<file path="config.mk">
export PLATFORM = sky130hd
export DESIGN_NAME = store_merge_buffer
export DESIGN_NICKNAME = d
export VERILOG_FILES = /design/src/rtl/sbuf_pkg.sv /design/src/rtl/sbuf_match.sv /design/src/rtl/sbuf_fwd.sv /design/src/rtl/store_merge_buffer.sv
export SDC_FILE = /design/constraint.sdc
export NUM_CORES = 1
export LEC_CHECK = 0
export BUFFER_PORTS_ARGS = -buffer_cell sky130_fd_sc_hd__buf_4
export CORE_ASPECT_RATIO = 0.7
export CORE_MARGIN = 2
export CORE_UTILIZATION = 27
export DETAILED_ROUTE_END_ITERATION = 12
export GPL_TIMING_DRIVEN = 0
export SETUP_SLACK_MARGIN = 0.02
export SLEW_MARGIN = 10
export SYNTH_ARGS = -nofsm -noshare
export SYNTH_HDL_FRONTEND = slang
export SYNTH_SLANG_ARGS = --single-unit
</file>
<file path="constraint.sdc">
create_clock -name clk -period 9.5 [get_ports clk]
set_clock_uncertainty 0.15 [all_clocks]
set_input_delay 1.425 -clock clk [delete_from_list [all_inputs] [get_ports clk]]
set_output_delay 1.425 -clock clk [all_outputs]
set_load 0.05 [all_outputs]
</file>
<file path="src/rtl/sbuf_pkg.sv">
package sbuf_pkg;
  localparam int unsigned SB_LANES = 8;
  localparam int unsigned SB_DW    = 8 * SB_LANES;
  localparam int unsigned SB_OFS   = $clog2(SB_LANES);

  typedef logic [SB_DW-1:0]    sb_data_t;
  typedef logic [SB_LANES-1:0] sb_mask_t;

  // widen a lane mask to one bit per data bit
  function automatic sb_data_t sb_lane_fill(sb_mask_t m);
    sb_data_t f;
    for (int l = 0; l < SB_LANES; l++) f[8*l +: 8] = {8{m[l]}};
    return f;
  endfunction

  // overlay the enabled lanes of a new word onto an old word
  function automatic sb_data_t sb_overlay(sb_data_t old_d, sb_data_t new_d, sb_mask_t new_m);
    sb_data_t f;
    f = sb_lane_fill(new_m);
    return (old_d & ~f) | (new_d & f);
  endfunction

  // every requested lane is present
  function automatic logic sb_covers(sb_mask_t have, sb_mask_t want);
    return (want & ~have) == '0;
  endfunction
endpackage

</file>
<file path="src/rtl/sbuf_match.sv">
// Associative search over occupied slots; when more than one slot
// matches, the one furthest from the head (youngest) wins.
module sbuf_match #(
  parameter int unsigned DEPTH = 4,
  parameter int unsigned TW    = 29,
  parameter int unsigned IW    = 2
) (
  input  logic             en,
  input  logic [DEPTH-1:0] occ,
  input  logic [TW-1:0]    tags [DEPTH],
  input  logic [IW-1:0]    head,
  input  logic [TW-1:0]    key,
  output logic             hit,
  output logic [IW-1:0]    idx
);
  logic [IW-1:0] slot_at [DEPTH];

  always_comb begin
    for (int a = 0; a < DEPTH; a++) slot_at[a] = head + IW'(a);
  end

  always_comb begin
    hit = 1'b0;
    idx = head;
    for (int a = 0; a < DEPTH; a++) begin
      if (en && occ[slot_at[a]] && tags[slot_at[a]] == key) begin
        hit = 1'b1;
        idx = slot_at[a];
      end
    end
  end
endmodule

</file>
<file path="src/rtl/sbuf_fwd.sv">
// Decides full, partial or no forwarding for a load probe.
module sbuf_fwd
  import sbuf_pkg::*;
(
  input  logic     match,
  input  sb_data_t ent_data,
  input  sb_mask_t ent_mask,
  input  sb_mask_t want,
  output logic     fwd_hit,
  output logic     fwd_partial,
  output sb_data_t fwd_data
);
  logic asks_any;
  logic covered;

  assign asks_any    = want != '0;
  assign covered     = sb_covers(ent_mask, want);
  assign fwd_hit     = match && asks_any && covered;
  assign fwd_partial = match && asks_any && !covered;
  assign fwd_data    = fwd_hit ? (ent_data & sb_lane_fill(want)) : '0;
endmodule

</file>
<file path="src/rtl/store_merge_buffer.sv">
module store_merge_buffer
  import sbuf_pkg::*;
#(
  parameter int unsigned AW    = 32,
  parameter int unsigned DEPTH = 4
) (
  input  logic                clk,
  input  logic                rst_n,
  input  logic                st_valid,
  input  logic [AW-1:0]       st_addr,
  input  logic [SB_DW-1:0]    st_data,
  input  logic [SB_LANES-1:0] st_mask,
  input  logic                ld_valid,
  input  logic [AW-1:0]       ld_addr,
  input  logic [SB_LANES-1:0] ld_mask,
  output logic [SB_DW-1:0]    ld_data,
  output logic                ld_hit,
  output logic                ld_partial,
  output logic                dr_valid,
  output logic [AW-1:0]       dr_addr,
  output logic [SB_DW-1:0]    dr_data,
  output logic [SB_LANES-1:0] dr_mask,
  input  logic                dr_grant,
  output logic                full
);
  localparam int unsigned TW = AW - SB_OFS;
  localparam int unsigned IW = $clog2(DEPTH);
  localparam int unsigned CW = IW + 1;

  logic [TW-1:0] tag_q  [DEPTH];
  sb_data_t      data_q [DEPTH];
  sb_mask_t      mask_q [DEPTH];
  logic [IW-1:0] head_q;
  logic [CW-1:0] count_q;

  logic [IW-1:0]    age  [DEPTH];
  logic [DEPTH-1:0] occ;
  logic [IW-1:0]    tail;

  // named events
  logic          pop;
  logic          s_hit, l_hit;
  logic [IW-1:0] s_idx, l_idx;
  logic          do_merge, do_alloc, st_refused;

  always_comb begin
    for (int i = 0; i < DEPTH; i++) begin
      age[i] = IW'(i) - head_q;
      occ[i] = CW'(age[i]) < count_q;
    end
  end

  assign tail = head_q + count_q[IW-1:0];
  assign full = count_q == CW'(DEPTH);
  assign pop  = dr_grant && (count_q != '0);

  sbuf_match #(.DEPTH(DEPTH), .TW(TW), .IW(IW)) u_st_match (
    .en(st_valid), .occ(occ), .tags(tag_q), .head(head_q),
    .key(st_addr[AW-1:SB_OFS]), .hit(s_hit), .idx(s_idx)
  );

  sbuf_match #(.DEPTH(DEPTH), .TW(TW), .IW(IW)) u_ld_match (
    .en(ld_valid), .occ(occ), .tags(tag_q), .head(head_q),
    .key(ld_addr[AW-1:SB_OFS]), .hit(l_hit), .idx(l_idx)
  );

  // a leaving head cannot absorb a store
  assign do_merge   = st_valid && s_hit && !(pop && s_idx == head_q);
  assign do_alloc   = st_valid && !do_merge && !full;
  assign st_refused = st_valid && !do_merge && full;

  always_ff @(posedge clk) begin
    if (!rst_n) begin
      head_q  <= '0;
      count_q <= '0;
      for (int i = 0; i < DEPTH; i++) begin
        tag_q[i]  <= '0;
        data_q[i] <= '0;
        mask_q[i] <= '0;
      end
    end else begin
      if (pop) head_q <= head_q + 1'b1;
      if (do_merge) begin
        data_q[s_idx] <= sb_overlay(data_q[s_idx], st_data, st_mask);
        mask_q[s_idx] <= mask_q[s_idx] | st_mask;
      end
      if (do_alloc) begin
        tag_q[tail]  <= st_addr[AW-1:SB_OFS];
        data_q[tail] <= sb_overlay('0, st_data, st_mask);
        mask_q[tail] <= st_mask;
      end
      count_q <= count_q + CW'(do_alloc) - CW'(pop);
    end
  end

  assign dr_valid = count_q != '0;
  assign dr_addr  = {tag_q[head_q], {SB_OFS{1'b0}}};
  assign dr_data  = data_q[head_q];
  assign dr_mask  = mask_q[head_q];

  sbuf_fwd u_fwd (
    .match(l_hit), .ent_data(data_q[l_idx]), .ent_mask(mask_q[l_idx]),
    .want(ld_mask), .fwd_hit(ld_hit), .fwd_partial(ld_partial), .fwd_data(ld_data)
  );

  a_r6_no_overflow: assert property (@(posedge clk) disable iff (!rst_n)
    count_q <= CW'(DEPTH));

  a_r6_refused_stays_full: assert property (@(posedge clk) disable iff (!rst_n)
    st_refused && !pop |=> full);

  a_r3_pop_advances_head: assert property (@(posedge clk) disable iff (!rst_n)
    pop |=> (head_q - $past(head_q)) == IW'(1));

  a_r3_hold_without_grant: assert property (@(posedge clk) disable iff (!rst_n)
    dr_valid && !dr_grant && !st_valid |=> dr_valid && $stable(dr_addr) && $stable(dr_mask));

  a_r4_merge_keeps_count: assert property (@(posedge clk) disable iff (!rst_n)
    do_merge && !pop |=> count_q == $past(count_q));

  a_r9_flags_exclusive: assert property (@(posedge clk) disable iff (!rst_n)
    !(ld_hit && ld_partial));

  a_r10_quiet_data: assert property (@(posedge clk) disable iff (!rst_n)
    !ld_hit |-> ld_data == '0);
endmodule

</file>
==> impl_metrics.tcl, run 1 <==
set metrics [dict create \
    status "complete, no violations" \
    final.setup.tns_ns 0 \
    grt_usage 0.248 \
    fmax_mhz 107 \
    num_rows 103 \
    worstPathArrival_ns 7.76 \
    start_util 0.271 \
    crit_path_cell_trace "inv_1, buf_2, buf_2, buf_2, buf_1, ha_1, nor2b_1, nor2_1, mux4_2, o22ai_2, or4_4, o21ai_0, o22a_1, nand2_2, mux2i_1, a311o_1, nor4_4, buf_6, buf_8, o2111a_1, buf_4" \
    drv_cap 0 \
    worstSetupEndpointType "output pin" \
    crit_top_cell "buf_2" \
    finalHoldViolations 0 \
    maxSlewViolCount 0 \
    cts_hold_buf 0 \
    worstPathRequired_ns 7.93 \
    slew_headroom 0.131 \
    fillers 11600 \
    cts_max_level 2 \
    start_kind "flop" \
    powerDensity_nw_per_um2 235 \
    grt_overflow 0 \
    vias_per_cell 5.74 \
    r2r_start "head_q[0]" \
    die_h_um 285 \
    rsz0062_at_grt "no" \
    yosysWarnings 0 \
    dieArea_sq_um 116000 \
    gp_congestion 1.07 \
    mostFrequentLayoutCells "366 x mux2i_1, 288 x edfxtp_1, 278 x buf_4" \
    clock_sinks 411 \
    leakage_nw 13.3 \
    worstSkewPairLatency_ns 0.63 \
    remaining_drc_errors 0 \
    crit_type "flop to output pin" \
    syn_to_final_growth_pct 19.0 \
    die_x_um 406 \
    antenna_left 0 \
    whs_path_depth 2 \
    dr.pass1.iters 6 \
    finalWirelength_um 149000 \
    nets 3429 \
    reg2reg_slack_ns 0.40 \
    period_share 0.983 \
    synth_seq_area_share 0.364 \
    cp_top_family "buffers and inverters" \
    synthCells 2952 \
    grt_pass1_wl_um 205000 \
    cts_buffers 49 \
    syn_area_sq_um 30500 \
    hp-start "tag_q[60]" \
    cts_tree "built" \
    dp_hpwl_um 114000 \
    io_buffers 261 \
    cp_num_buf_inv 8 \
    ys_ff_latch 411 \
    tightest_slew_ns 1.29 \
    clk_path_buf_depth 3 \
    synth_ff_type "edfxtp_1" \
    clk_pin_slew_ns 0.06 \
    fin_crit_ns 9.34 \
    drive_above_1_share 0.221 \
    drtIter0Drc 3806 \
    routed-via-count 27800 \
    ios 321 \
    finalSetupViolations 0 \
    multiInputGateArea_sq_um 17900 \
    irDropWorstVdd_v 0.000175 \
    layout_commonest_cell "mux2i_1" \
    synth_cell_types 82 \
    slowest_stage "or4_4" \
    clockRootBuffer "clkbuf_16" \
    wire_per_inst_um 30.9 \
    coreArea_sq_um 113000 \
    hold-path-endpoint "tag_q[60]" \
    synth-edff-count 288 \
    cp_max_fo 12 \
    regArea_sq_um 11100 \
    antenna_found_initial 11 \
    whs_ns 0.370 \
    reg2reg_depth 20 \
    async_flop_share 0 \
    synth_area_per_cell_sq_um 10.3 \
    grt_max_degree 47 \
    hold_class "flop to flop" \
    grt_pass1_vias 25800 \
    crit_path_max_incr_delay_ns 0.63 \
    rr_endpoint "mask_q[2][7]" \
]
[Yosys cell counts, drive strengths merged, types with 95 or more instances]
cell type,n,area (sq um)
buf,149,828
xnor2,187,1640
clkbuf,115,432
mux2,109,1230
nor2b,103,644
mux2i,366,3660
nor3,117,586
nor2,262,986
inv,95,357
dfxtp,123,2460
mux4,148,3330
nand2,251,945
edfxtp,288,8650
[how the worst max path moves through the flow]
stage | to | from | depth (start not counted) | slack (ns)
floorplan | data_q[3][0] | head_q[1] | 24 | 0.87
global placement | data_q[3][37] | head_q[0] | 24 | -5.44
detailed placement | ld_data[59] | head_q[0] | 25 | -1.63
CTS | ld_data[1] | head_q[1] | 26 | 0.07
global route | ld_data[2] | head_q[1] | 26 | 0.04
finish | ld_data[1] | head_q[0] | 21 | 0.16
[through the flow]
step	power, W	instances	cell area (sq um)	utilization	worst slack [ns]
floorplan	0.00497	2954	30500	-	0.875
global placement	0.00649	4737	34400	0.306	-5.44
detailed placement	0.00649	4744	34600	0.308	-1.63
CTS	0.00841	4825	36200	0.322	0.0748
global route	0.00876	4832	36300	0.323	0.0408
finish	0.00854	4836	36300	0.323	0.164
[cell families after synthesis]
family | after synthesis | synth area share
AND/OR/NAND/NOR | 1021 | 0.163
multiplexers | 623 | 0.269
flip-flops | 411 | 0.364
buffers and inverters | 359 | 0.0529
AO/OA/AOI/OAI | 309 | 0.0836
XOR/XNOR | 218 | 0.0625
adder cells (fa/ha/maj) | 10 | 0.00434
other | 1 | 0.000123
[layer usage]
metal	wire [um]	part of all wire	track usage
met5	23	0.00015	0
met4	5180	0.035	0.0765
met3	18300	0.12	0.0749
met2	59700	0.40	0.340
met1	66000	0.44	0.367
[worst min-delay path, stage by stage, from the launching register on]
cell and delay (ns):
dfxtp_1 0.34, nand2_1 0.06, a21boi_0 0.07
[power breakdown]
part	total (W)	switching (W)	internal, W
registers	0.00258	0.000330	0.00225
clock network	0.00190	0.000833	0.00107
logic	0.00405	0.00273	0.00133
[timing repair]
item,CTS,global route
pin swaps,0,3
setup buffers,0,2
setup endpoints to repair,564,107
endpoints found under the hold margin,0,0
resized for setup,32,13
[flip-flops by register name, indices dropped and copies added, names as in the netlist, named ones only]
register,flops
mask_q,32
tag_q,116
head_q,2
data_q,256
count_q,3
[layout make-up]
type | instances | share of cell area
Antenna cell | 9 | 0.000620
Buffer | 259 | 0.0355
Clock buffer | 62 | 0.0363
Clock inverter | 24 | 0.00706
Inverter | 95 | 0.00981
Multi-Input combinational cell | 2184 | 0.494
Sequential cell | 411 | 0.306
Tap cell | 1522 | 0.0524
Timing Repair Buffer | 270 | 0.0587
Note: power is estimated with default switching activity, not from simulation.
==> run 2: changes to the inputs <==
--- a/config.mk
+++ b/config.mk
@@ -11,6 +11,7 @@
 export CORE_UTILIZATION = 27
 export DETAILED_ROUTE_END_ITERATION = 12
 export GPL_TIMING_DRIVEN = 0
+export RECOVER_POWER = 100
 export SETUP_SLACK_MARGIN = 0.02
 export SLEW_MARGIN = 10
 export SYNTH_ARGS = -nofsm -noshare
==> impl_metrics.tcl, run 2 (synthesis gave the netlist of run 1 again) <==
set metrics [dict create \
    status "finished, violations left" \
    failed_checks "setup timing" \
    nets 3429 \
    clk_pin_slew_ns 0.06 \
    period_share 1.01 \
    finalHoldViolations 0 \
    worstSetupEndpointType "output pin" \
    whs_path_depth 2 \
    finalWirelength_um 149000 \
    hp-start "tag_q[93]" \
    cts_max_level 2 \
    syn_to_final_growth_pct 17.2 \
    regArea_sq_um 11100 \
    maxSlewViolCount 0 \
    layout_commonest_cell "mux2i_1" \
    grt_usage 0.248 \
    die_h_um 285 \
    dp_cells 4744 \
    top_regs "data_q x256, tag_q x116, mask_q x32" \
    coreArea_sq_um 113000 \
    p_comb_frac 0.467 \
    whs_ns 0.365 \
    fmax_mhz 104 \
    cts_hold_buf 0 \
    power.internal_w 0.00454 \
    layout_setup_ws_ns -0.0916 \
    cp_max_fo 12 \
    worstPathRequired_ns 7.93 \
    remaining_drc_errors 0 \
    irDropWorstVdd_v 0.000175 \
    antenna_left 0 \
    antenna_found_initial 12 \
    reg2reg_slack_ns 0.23 \
    crit_path_max_incr_delay_ns 1.04 \
    start_util 0.271 \
    ios 321 \
    routed-via-count 27700 \
    grt_max_degree 47 \
    dp_hpwl_um 114000 \
    vias_per_cell 5.73 \
    clockRootBuffer "clkbuf_16" \
    worstSkewPairLatency_ns 0.63 \
    sw_frac_of_total 0.461 \
    start_kind "flop" \
    multiInputGateArea_sq_um 17900 \
    drtIter0Drc 4006 \
    tightest_slew_ns 1.44 \
    grt_overflow 0 \
    slew_headroom 0.0429 \
    p_sw_w 0.00389 \
    dr.pass1.iters 6 \
    drive_above_1_share 0.187 \
    cts_tree "built" \
    crit_top_cell "clkbuf_1" \
    dieArea_sq_um 116000 \
    cts_buffers 49 \
    reg2reg_depth 26 \
    finalSetupViolations 18 \
    p_clk_frac 0.226 \
    leakage_nw 12.8 \
    wire_per_inst_um 30.9 \
    place_ws_ns -1.63 \
    hold-path-endpoint "tag_q[93]" \
    cp_top_family "buffers and inverters" \
    clock_sinks 411 \
    cp_num_buf_inv 6 \
    hold_class "flop to flop" \
    crit_path_cell_trace "inv_1, buf_2, clkbuf_1, mux2i_1, xnor2_1, nor4_1, nand4_1, nor4_1, or3_1, clkbuf_1, and2_1, clkbuf_1, o2111a_1, clkbuf_4" \
    fillers 11700 \
    num_rows 103 \
    top_register "data_q" \
    largest_register_ffs 256 \
    r2r_start "head_q[1]" \
    io_buffers 261 \
    grt_pass1_vias 25800 \
    fin_cells 4836 \
    crit_type "flop to output pin" \
    grt_pass1_wl_um 205000 \
    mostFrequentLayoutCells "366 x mux2i_1, 288 x edfxtp_1, 260 x nor2_1" \
    drv_cap 0 \
    clk_path_buf_depth 3 \
    powerDensity_nw_per_um2 235 \
    rsz0062_at_grt "no" \
    die_x_um 406 \
    rr_endpoint "mask_q[1][7]" \
    slowest_stage "clkbuf_1" \
    gp_congestion 1.07 \
    power_frac_seq 0.306 \
    worstPathArrival_ns 8.02 \
    fin_crit_ns 9.59 \
]
## run 2: cell types whose count changed in the layout (fill, tap and decap cells not counted), sizes merged
cell	before	now
buf	412	254
clkbuf	178	336
## run 2: metrics by stage
stage                      TNS, ns  utilization  total power (W)  instance area [sq um]
after floorplan                  0            -          0.00497                  30500
after global placement    -1221.11        0.306          0.00649                  34400
after detailed placement   -302.34        0.308          0.00649                  34600
after CTS                        0        0.322          0.00841                  36200
after global routing             0        0.318          0.00864                  35800
final                        -1.01        0.318          0.00843                  35800
## run 2: timing repair
action | CTS | global route
cloned | 0 | 0
pin swaps | 0 | 3
gates resized for setup | 32 | 13
setup endpoints to repair | 564 | 107
buffers inserted | 0 | 2
## run 2: power by group through the flow
| stage | clock network [W] | logic, W | registers [W] |
|---|---|---|---|
| after global routing | 0.00199 | 0.00405 | 0.00260 |
| after global placement | 0 | 0.00388 | 0.00260 |
| after floorplan | 0 | 0.00251 | 0.00246 |
| after detailed placement | 0 | 0.00391 | 0.00258 |
| final | 0.00191 | 0.00394 | 0.00258 |
| after CTS | 0.00192 | 0.00393 | 0.00255 |
## run 2: layout make-up
class	instances	area share
multi-input cells	2184	0.501
plain buffers	259	0.0354
well taps	1522	0.0532
clock buffers	62	0.0368
flip-flops and latches	411	0.310
diodes	9	0.000629
repair buffers	270	0.0458
inverters	95	0.00996
clock inverters	24	0.00716
## run 2: worst register-to-register path, cell delays in order, from the launching register on
cell and delay [ns]:
dfxtp_1 0.35, buf_6 0.26, buf_8 0.27, buf_6 0.25, buf_8 0.28, buf_6 0.27, clkbuf_4 0.30, buf_2 0.27
clkbuf_2 0.28, xnor2_1 0.18, inv_1 0.07, ha_1 0.27, nor2b_1 0.18, o22ai_1 0.22, o32ai_2 0.23, a2111oi_0 1.08
nand3_1 0.32, o21ai_0 0.17, mux2i_1 0.13, xnor2_1 0.60, nand2b_1 0.21, a21boi_0 0.38, or2_1 0.16, buf_2 0.40
buf_2 0.38, nand2_2 0.69, buf_8 0.50
## run 2: per-layer routing
layer / track usage / vias up / wire (um)
met5: 0 / - / 23
met4: 0.0765 / 4 / 5330
met3: 0.0749 / 289 / 18300
met2: 0.340 / 1873 / 59600
met1: 0.367 / 14000 / 66000
li1: - / 11600 / -
## run 2: worst max-delay path by stage
stage	depth (start not counted)	to	from
global route	26	ld_data[2]	head_q[1]
global placement	24	data_q[3][37]	head_q[0]
finish	14	ld_data[15]	head_q[0]
CTS	26	ld_data[1]	head_q[1]
detailed placement	25	ld_data[59]	head_q[0]
floorplan	24	data_q[3][0]	head_q[1]
